==> src/rtl/rx_char_filter.sv <==
module rx_char_filter #(
  parameter int DW = 8
) (
  input  logic          clk,
  input  logic          rst_n,
  input  logic          cfg_wr,
  input  logic [1:0]    cfg_sel,
  input  logic [DW-1:0] cfg_wdata,
  output logic [DW-1:0] cfg_rdata,
  input  logic          rx_valid,
  input  logic [DW-1:0] rx_data,
  input  logic          rx_err,
  input  logic          rx_brk,
  input  logic          idle_tick,
  output logic          out_valid,
  output logic [DW-1:0] out_data,
  output logic          out_special,
  output logic          out_err,
  output logic          brk_start,
  output logic          brk_end
);

  localparam int OPT_W = 4;

  logic [OPT_W-1:0] opt_q;
  logic [DW-1:0]    spc_q, lnc_q;
  logic             pend_q, in_brk_q;

  wire opt_strip = opt_q[0];
  wire opt_lne   = opt_q[1];
  wire opt_moe   = opt_q[2];
  wire opt_eob   = opt_q[3];

  wire [DW-1:0] sd   = opt_strip ? {1'b0, rx_data[DW-2:0]} : rx_data;
  wire          qual = !rx_err || opt_moe;
  wire          good = rx_valid && !rx_brk;
  wire          esc  = good && !pend_q && opt_lne && qual && (sd == lnc_q);
  wire          ends = in_brk_q && (good || (!rx_valid && idle_tick));

  always_comb begin
    case (cfg_sel)
      2'd0:    cfg_rdata = {{(DW-OPT_W){1'b0}}, opt_q};
      2'd1:    cfg_rdata = spc_q;
      2'd2:    cfg_rdata = lnc_q;
      default: cfg_rdata = '0;
    endcase
  end

  always_ff @(posedge clk) begin
    if (!rst_n) begin
      opt_q <= '0;
      spc_q <= '0;
      lnc_q <= '0;
    end else if (cfg_wr) begin
      case (cfg_sel)
        2'd0:    opt_q <= cfg_wdata[OPT_W-1:0];
        2'd1:    spc_q <= cfg_wdata;
        2'd2:    lnc_q <= cfg_wdata;
        default: ;
      endcase
    end
  end

  always_ff @(posedge clk) begin
    if (!rst_n) begin
      pend_q      <= 1'b0;
      in_brk_q    <= 1'b0;
      out_valid   <= 1'b0;
      out_data    <= '0;
      out_special <= 1'b0;
      out_err     <= 1'b0;
      brk_start   <= 1'b0;
      brk_end     <= 1'b0;
    end else begin
      out_valid   <= good && !esc;
      out_special <= good && !esc && !pend_q && qual && (sd == spc_q);
      brk_start   <= rx_valid && rx_brk && !in_brk_q;
      brk_end     <= ends && opt_eob;
      if (rx_valid) begin
        out_data <= sd;
        out_err  <= rx_err;
        pend_q   <= esc;
      end
      if (rx_valid && rx_brk) in_brk_q <= 1'b1;
      else if (ends)          in_brk_q <= 1'b0;
    end
  end

  p_strip_bit7_r1: assert property (@(posedge clk) disable iff (!rst_n)
    (rx_valid && opt_strip) |=> !out_data[DW-1]);

  p_escaped_plain_r3: assert property (@(posedge clk) disable iff (!rst_n)
    (rx_valid && pend_q) |=> (!out_special && !pend_q));

  p_err_unmatched_r4: assert property (@(posedge clk) disable iff (!rst_n)
    (rx_valid && rx_err && !opt_moe) |=> !out_special);

  p_brk_not_data_r6: assert property (@(posedge clk) disable iff (!rst_n)
    (rx_valid && rx_brk) |=> !out_valid);

  p_eob_single_r7: assert property (@(posedge clk) disable iff (!rst_n)
    brk_end |=> !brk_end);

  p_events_excl_r7: assert property (@(posedge clk) disable iff (!rst_n)
    !(brk_start && brk_end));

  p_opt_upper_zero_r8: assert property (@(posedge clk) disable iff (!rst_n)
    (cfg_sel == 2'd0) |-> (cfg_rdata[DW-1:OPT_W] == '0));

endmodule

==> config.mk <==
export PLATFORM = sky130hd
export DESIGN_NAME = rx_char_filter
export DESIGN_NICKNAME = d
export VERILOG_FILES = /design/src/rtl/rx_char_filter.sv
export SDC_FILE = /design/constraint.sdc
export NUM_CORES = 1
export LEC_CHECK = 0
export BUFFER_PORTS_ARGS = -buffer_cell sky130_fd_sc_hd__buf_2
export CORE_ASPECT_RATIO = 0.7
export CORE_MARGIN = 3
export CORE_UTILIZATION = 35
export DETAILED_ROUTE_END_ITERATION = 16
export PLACE_DENSITY = 0.66
export SETUP_SLACK_MARGIN = 0.15
export SKIP_LAST_GASP = 1
export SLEW_MARGIN = 20
export SYNTH_ARGS = -nofsm -noshare
export SYNTH_HDL_FRONTEND = slang
export SYNTH_SLANG_ARGS = --single-unit
==> constraint.sdc <==
create_clock -name clk -period 2 [get_ports clk]
set_input_delay 0.3 -clock clk [delete_from_list [all_inputs] [get_ports clk]]
set_output_delay 0.3 -clock clk [all_outputs]
set_load 0.02 [all_outputs]
Word-level counts from Yosys, hierarchy flattened --
Index checks and enable logic that the tools add are counted.
Storage, ports and cells: logic and storage cells 46, output and inout bits 21, flip-flop bits (word level) 35
Cells by class: multiplexer cells 4, reductions and logical operators 27, equality and inequality tests 4
Operator list (number):
- $pmux 8 s3 | 1
- $eq 8x8->1 | 2
- $logic_and 1x1->1 | 14
- $mux 8 | 1
- $logic_not 1->1 | 6
- $reduce_and 2->1 | 3
- $eq 2x1->1 const B | 1
- $eq 2x2->1 const B | 1
- $logic_not 2->1 | 1
- $logic_or 1x1->1 | 2
- $mux 1 | 2
- $reduce_bool 2->1 | 1

Depth between registers and ports, before layout --
Gate-level depths: netlist of run 1.
depth after elaboration 11, gate-level depth with buffers 6, gate-level depth less buffers 4

Least setup slack after synthesis of run 1 --
No wires, ideal clock.
kind input port to output port, start input port cfg_sel[1], end output port cfg_rdata[3], stages on the path 6, required time 1.700 ns, setup slack 0.413 ns, arrival time 1.287 ns, cell sequence buf_2 -> nor2b_1 -> clkbuf_1 -> buf_2 -> nand2_1 -> o21ai_0
On the way: cells in the longest elaborated chain, start to end 2, elaborated cells on any way between the ends 4, those cells by class eq/ne (2); mux (1); reduce/logical (1)
RTL lines:
- start, declared | RTL line 7 | input logic [1:0] cfg_sel,
- $eq 2x2->1, or another cell as far along | RTL line 41 | case (cfg_sel)
- $pmux 8 s3 * | RTL line 41
- end, declared | RTL line 9 | output logic [DW-1:0] cfg_rdata,
Every way passes the cells marked *; elsewhere a longest branch is shown, timed or not.

Worst setup path in the final report of run 1 --
start input port cfg_sel[0], end output port cfg_rdata[2]
Same word-level chain as after synthesis.

==> reports/results.ini, run 1 <==
[yosys]
synth.distinct_cells=24
yosysTopAreaCellShare_pct=42.6
yosysTopAreaCell=dfxtp_1
synth_nets=205
yosysSeqAreaShare_pct=42.6
synth_cells=180
avgSynthCellArea_um2=9.14
synth_area_um2=1650
synth-seq-cells=35
yosys_warnings=0
synth_area_leaders=dfxtp_1 43%, mux2i_1 10%, a21boi_0 7.3%

[power]
power.density_nw_per_um2=746
max-vdd-ir-drop_uv=389
power.total_w=0.00152
p_leak_nw=0.866

[clock_tree]
cts_tree=built
cts_hold_buf=0
root_buffer=clkbuf_8
cts_resized=0
clock_latency_ps=290
cts_buffer_depth=2
cts_sinks=35
h-tree-depth=2
post_cts_buffers=0
clk_pin_slew_worst_paths_ps=70
cts_made_buffers=5

[grt]
gr-usage-all-layers_pct=16.2
grt_first_pass_wirelength_um=6850
overflow=0
grt_pass1_vias=1360
antenna_found_initial=0
grt_max_degree=35

[routing]
wl_um=4180
drcViolationCount=0
drtIter0Drc=89
viasPerCell=5.00
vias=1420
drt_first_pass_iters=4
wl_per_cell_um=14.7
postRouteAntennaNets=0

[timing]
setup_tns_ps=0
period_minus_slack_ps=1580
holdWs_ps=252
drv_slew=0
worst_pin_slew_ps=533
max-slew-margin-rel_pct=64.5
hold_viol=0
period_share_pct=79.1
max_freq_ghz=0.632
rsz0062_at_grt=false
setup_viol=0
finClkSkew_ps=3.65

[place]
dp_hpwl_um=3070
place.port_buffers=45
dp_cells=276
gp_congestion=0.774

[critical_path]
critical_path.endpoint=cfg_rdata[2]
cp-end-kind=primary output
cp.arrival_ps=1280
crit_required_ps=1700
criticalPathCategory=primary input to primary output
r2r_setup_slack_ps=490
r2r-start=lnc_q[1]
r2r-end=pend_q
reg2reg_depth=4
cp_max_fo=11
critPathLaunchType=primary input
critPathLaunch=cfg_sel[0]

[finish]
layout.nets=253
mostFrequentLayoutCell=buf_2
drive_above_1_share_pct=27.1
stdcell_count=284
diodes=0
final_cell_mix=45 x buf_2, 35 x dfxtp_1, 24 x nand2_1
synthToLayoutAreaGrowth_pct=24.0
post-route-util_pct=46.1

[floorplanning]
start_util_pct=37.1
die_width_um=88.0
die_area_um2=5570
coreArea_um2=4430
ios=46
die_y_um=63.4
rows=20

[hold_path]
hp-class=primary input to flip-flop

[outcome]
outcome=complete, no violations

[flow_run]
maxCapViolations=0

-- kinds of logic after synthesis --
family | count (synthesis) | share of synthesized area, %
AO/OA/AOI/OAI | 27 | 11.7
XOR/XNOR | 16 | 8.52
buffers and inverters | 11 | 2.89
flip-flops | 35 | 42.6
multiplexers | 17 | 10.3
AND/OR/NAND/NOR | 74 | 24.0
-- cell type report --
type	count	area, um2
Clock buffer	8	100
Tap cell	55	68.8
Inverter	1	3.75
Fill cell	463	2390
Sequential cell	35	701
Timing Repair Buffer	51	270
Multi-Input combinational cell	134	897
-- cells in the mapped netlist, drive strengths merged --
library cell and number:
dfxtp 35, nand2 24, nor2b 20, nand3 18, mux2i 17, a21boi 16, xor2 9, xnor2 7
buf 5, clkbuf 5, a22o 4, o21ai 4, nor4 3, a21oi 2, nand4 2, nor2 2
nor3 2, nor3b 2, inv 1, o21a 1, or4 1
-- metrics by stage --
| stage | area (um2) | worst slack, ps |
|---|---|---|
| global route | 2040 | 348 |
| floorplan | 1650 | 413 |
| finish | 2040 | 417 |
| global placement | 1940 | 401 |
| detailed placement | 1940 | 387 |
| CTS | 2040 | 424 |
-- layer usage --
metal  up-vias  global-route usage (%)  part of all wire (%)
li1        712                       -                     -
met1       651                    23.8                    51
met2        50                    21.8                    41
met3         7                    4.58                   6.9
met4         0                    6.90                   1.2
met5         -                       0                     0
-- critical path, stage by stage --
cell     delay, ps
buf_2          160
nor2b_1        190
buf_4          210
nand2_1         60
o21ai_0        130
buf_2          230
-- flip-flops by register name, indices dropped and copies added, names as in the netlist --
name,cells
out_err,1
pend_q,1
out_data,8
out_special,1
brk_start,1
brk_end,1
in_brk_q,1
out_valid,1
spc_q,8
opt_q,4
lnc_q,8
-- how the worst min path moves through the flow --
stage / start / endpoint / slack [ps] / cells past startpoint
after global placement: in_brk_q / brk_start / 430 / 1
final: rx_brk / brk_start / 250 / 3
after detailed placement: in_brk_q / brk_start / 440 / 1
after CTS: rx_brk / brk_start / 240 / 3
after floorplan: in_brk_q / brk_start / 410 / 1
after global routing: rx_brk / brk_start / 260 / 3
-- report_power, final --
group	total [W]	switching, W	internal, W
combinational	0.000213	0.000122	0.0000911
sequential	0.000742	0.0000182	0.000724
clock	0.000568	0.000254	0.000314
No activity file was read; power rests on OpenSTA's default activity.
==> run 2, diff against run 1 <==
--- a/config.mk
+++ b/config.mk
@@ -10,7 +10,7 @@
 export CORE_MARGIN = 3
 export CORE_UTILIZATION = 35
 export DETAILED_ROUTE_END_ITERATION = 16
-export PLACE_DENSITY = 0.66
+export PLACE_DENSITY = 0.68
 export SETUP_SLACK_MARGIN = 0.15
 export SKIP_LAST_GASP = 1
 export SLEW_MARGIN = 20
==> constraint.sdc (replaced) <==
create_clock -name clk -period 1.35 [get_ports clk]
set_input_delay 0.2025 -clock clk [delete_from_list [all_inputs] [get_ports clk]]
set_output_delay 0.2025 -clock clk [all_outputs]
set_load 0.02 [all_outputs]
==> reports/results.ini, run 2 (synthesis gave the netlist of run 1 again) <==
[outcome]
outcome=complete, no violations  ; unchanged

[routing]
wl_um=4470  ; was 4180 um
postRouteAntennaNets=0  ; unchanged
vias=1476  ; was 1420
drcViolationCount=0  ; unchanged
drtIter0Drc=52  ; was 89
wl_per_cell_um=14.9  ; was 14.7 um
viasPerCell=4.92  ; was 5.00
drt_first_pass_iters=4  ; unchanged

[critical_path]
critPathLaunchType=flip-flop  ; was primary input
cp_max_fo=2  ; was 11
criticalPathCategory=flip-flop to primary output  ; was primary input to primary output
cpPeakStageDelay_ps=330  ; was 230 ps
cp-end-kind=primary output  ; unchanged
crit_chain=buf_4 > mux2i_1 > o21ai_2 > buf_6  ; was buf_2 > nor2b_1 > buf_4 > nand2_1 > o21ai_0 > buf_2
slowest_stage=dfxtp_2  ; was buf_2
cp.arrival_ps=1120  ; was 1280 ps
crit_required_ps=1150  ; was 1700 ps

[timing]
period_share_pct=97.7
hold_viol=0  ; unchanged
max-slew-margin-rel_pct=78.5  ; was 64.5%
period_minus_slack_ps=1320
worst_slack_ps=30.9  ; was 417 ps
max_freq_ghz=0.758
drv_slew=0  ; unchanged
finClkSkew_ps=8.25  ; was 3.65 ps
setup_viol=0  ; unchanged
rsz0062_at_grt=true  ; was false
worst_pin_slew_ps=322  ; was 533 ps

[clock_tree]
root_buffer=clkbuf_8  ; unchanged
cts_made_buffers=5  ; unchanged
cts_sinks=35  ; unchanged
clk_pin_slew_worst_paths_ps=80  ; was 70 ps
h-tree-depth=2  ; unchanged
clock_latency_ps=300  ; was 290 ps
cts_tree=built  ; unchanged
cts_buffer_depth=2  ; unchanged

[finish]
top_regs=lnc_q (8), out_data (8), spc_q (8)  ; unchanged
n_fill_cell=430  ; was 463
drive_above_1_share_pct=42.9  ; was 27.1%
mostFrequentLayoutCell=buf_2  ; unchanged
layout.nets=269  ; was 253
synthToLayoutAreaGrowth_pct=40.8  ; was 24.0%
diodes=0  ; unchanged
stdcell_area_um2=2320  ; was 2040 um2
post-route-util_pct=52.3  ; was 46.1%
final_cell_mix=35 x buf_2, 24 x nand2_1, 23 x buf_4  ; was 45 x buf_2, 35 x dfxtp_1, 24 x nand2_1

[power]
p_sw_share_pct=28.2  ; was 25.9%
power.total_w=0.00224  ; was 0.00152 W
p_sw_w=0.000632  ; was 0.000394 W
max-vdd-ir-drop_uv=502  ; was 389 uV
power.density_nw_per_um2=968  ; was 746 nW/um2
p_leak_nw=1.01  ; was 0.866 nW
comb_power_share_pct=17.3  ; was 14.0%
intPower_w=0.00161  ; was 0.00113 W
p_seq_share_pct=49.1  ; was 48.7%
clkPwrFrac_pct=33.6  ; was 37.3%

[grt]
grt_max_degree=20  ; was 35
overflow=0  ; unchanged
antenna_found_initial=0  ; unchanged
gr-usage-all-layers_pct=17.0  ; was 16.2%
grt_pass1_vias=1493  ; was 1360
grt_first_pass_wirelength_um=7070  ; was 6850 um

[place]
dp_hpwl_um=3230  ; was 3070 um
gp_congestion=0.809  ; was 0.774
place.port_buffers=45  ; unchanged
pre_cts_ws_ps=-3.23  ; was 387 ps
placed_cell_area_um2=2070  ; was 1940 um2

[floorplanning]
die_area_um2=5570  ; unchanged
die_width_um=88.0  ; unchanged
start_util_pct=37.1  ; unchanged
die_y_um=63.4  ; unchanged
ios=46  ; unchanged
rows=20  ; unchanged
coreArea_um2=4430  ; unchanged

[flow_run]
maxCapViolations=0  ; unchanged

[hold_path]
hp-class=primary input to flip-flop  ; unchanged

==> run 2: cell count changes in the layout (fill, tap and decap cells not counted), moves of 8 or more <==
| cell | delta |
|---|---|
| buf_6 | +8 |
| buf_2 | -10 |
| dfxtp_1 | -14 |
| dfxtp_2 | +13 |
| buf_4 | +17 |
==> run 2: power by group through the flow <==
stage / logic, W / clock network (W) / registers (W)
3_5_place_dp: 0.000347 / 0 / 0.00112
5_1_grt: 0.000420 / 0.000811 / 0.00110
3_3_place_gp: 0.000347 / 0 / 0.00112
6_report: 0.000388 / 0.000754 / 0.00110
4_1_cts: 0.000377 / 0.000767 / 0.00110
2_1_floorplan: 0.000179 / 0 / 0.00114
==> run 2: worst max-delay path: cells and delay by family (launching register included) <==
family	cells	cell delay [ps]
compound gates	1	80
buf+inv	2	260
flops	1	330
mux	1	150
==> run 2: layout make-up <==
cell class / instances / area (um2) / share of cell area [%]
Multi-Input combinational cell: 134 / 981 / 42.4
Sequential cell: 35 / 721 / 31.1
Timing Repair Buffer: 67 / 458 / 19.8
Clock buffer: 5 / 68.8 / 2.97
Tap cell: 55 / 68.8 / 2.97
Clock inverter: 3 / 15.0 / 0.648
Inverter: 1 / 3.75 / 0.162
==> run 2: what timing repair did <==
item,CTS,global route
pin swaps,0,0
hold buffers,0,0
setup buffers,7,2
gates resized for setup,30,8
setup endpoints to repair,11,11
==> run 2: routing by layer <==
| metal | routed length, um | track usage, % | vias to the layer above |
|---|---|---|---|
| met5 | 0 | 0 | - |
| met4 | 53 | 6.32 | 0 |
| met3 | 345 | 7.06 | 4 |
| met2 | 1840 | 23.7 | 50 |
| met1 | 2230 | 23.2 | 677 |
| li1 | - | - | 745 |
==> run 2: final timing paths <==
| kind | start | endpoint | slack [ps] | depth (start not counted) |
|---|---|---|---|---|
| worst max-delay path | lnc_q[1] | cfg_rdata[1] | 30 | 4 |
| worst min register to register | in_brk_q | brk_start | 440 | 1 |
| worst min-delay path | rx_brk | brk_start | 150 | 3 |
| worst max register to register | lnc_q[1] | pend_q | 30 | 4 |
==> run 2: through the flow <==
step	cells	setup TNS, ps	hold slack, ps
6_report	300	0	154
5_1_grt	300	-47.1	151
4_1_cts	298	0	142
3_5_place_dp	283	-6.27	432
3_3_place_gp	283	-0.104	425
2_1_floorplan	180	0	321
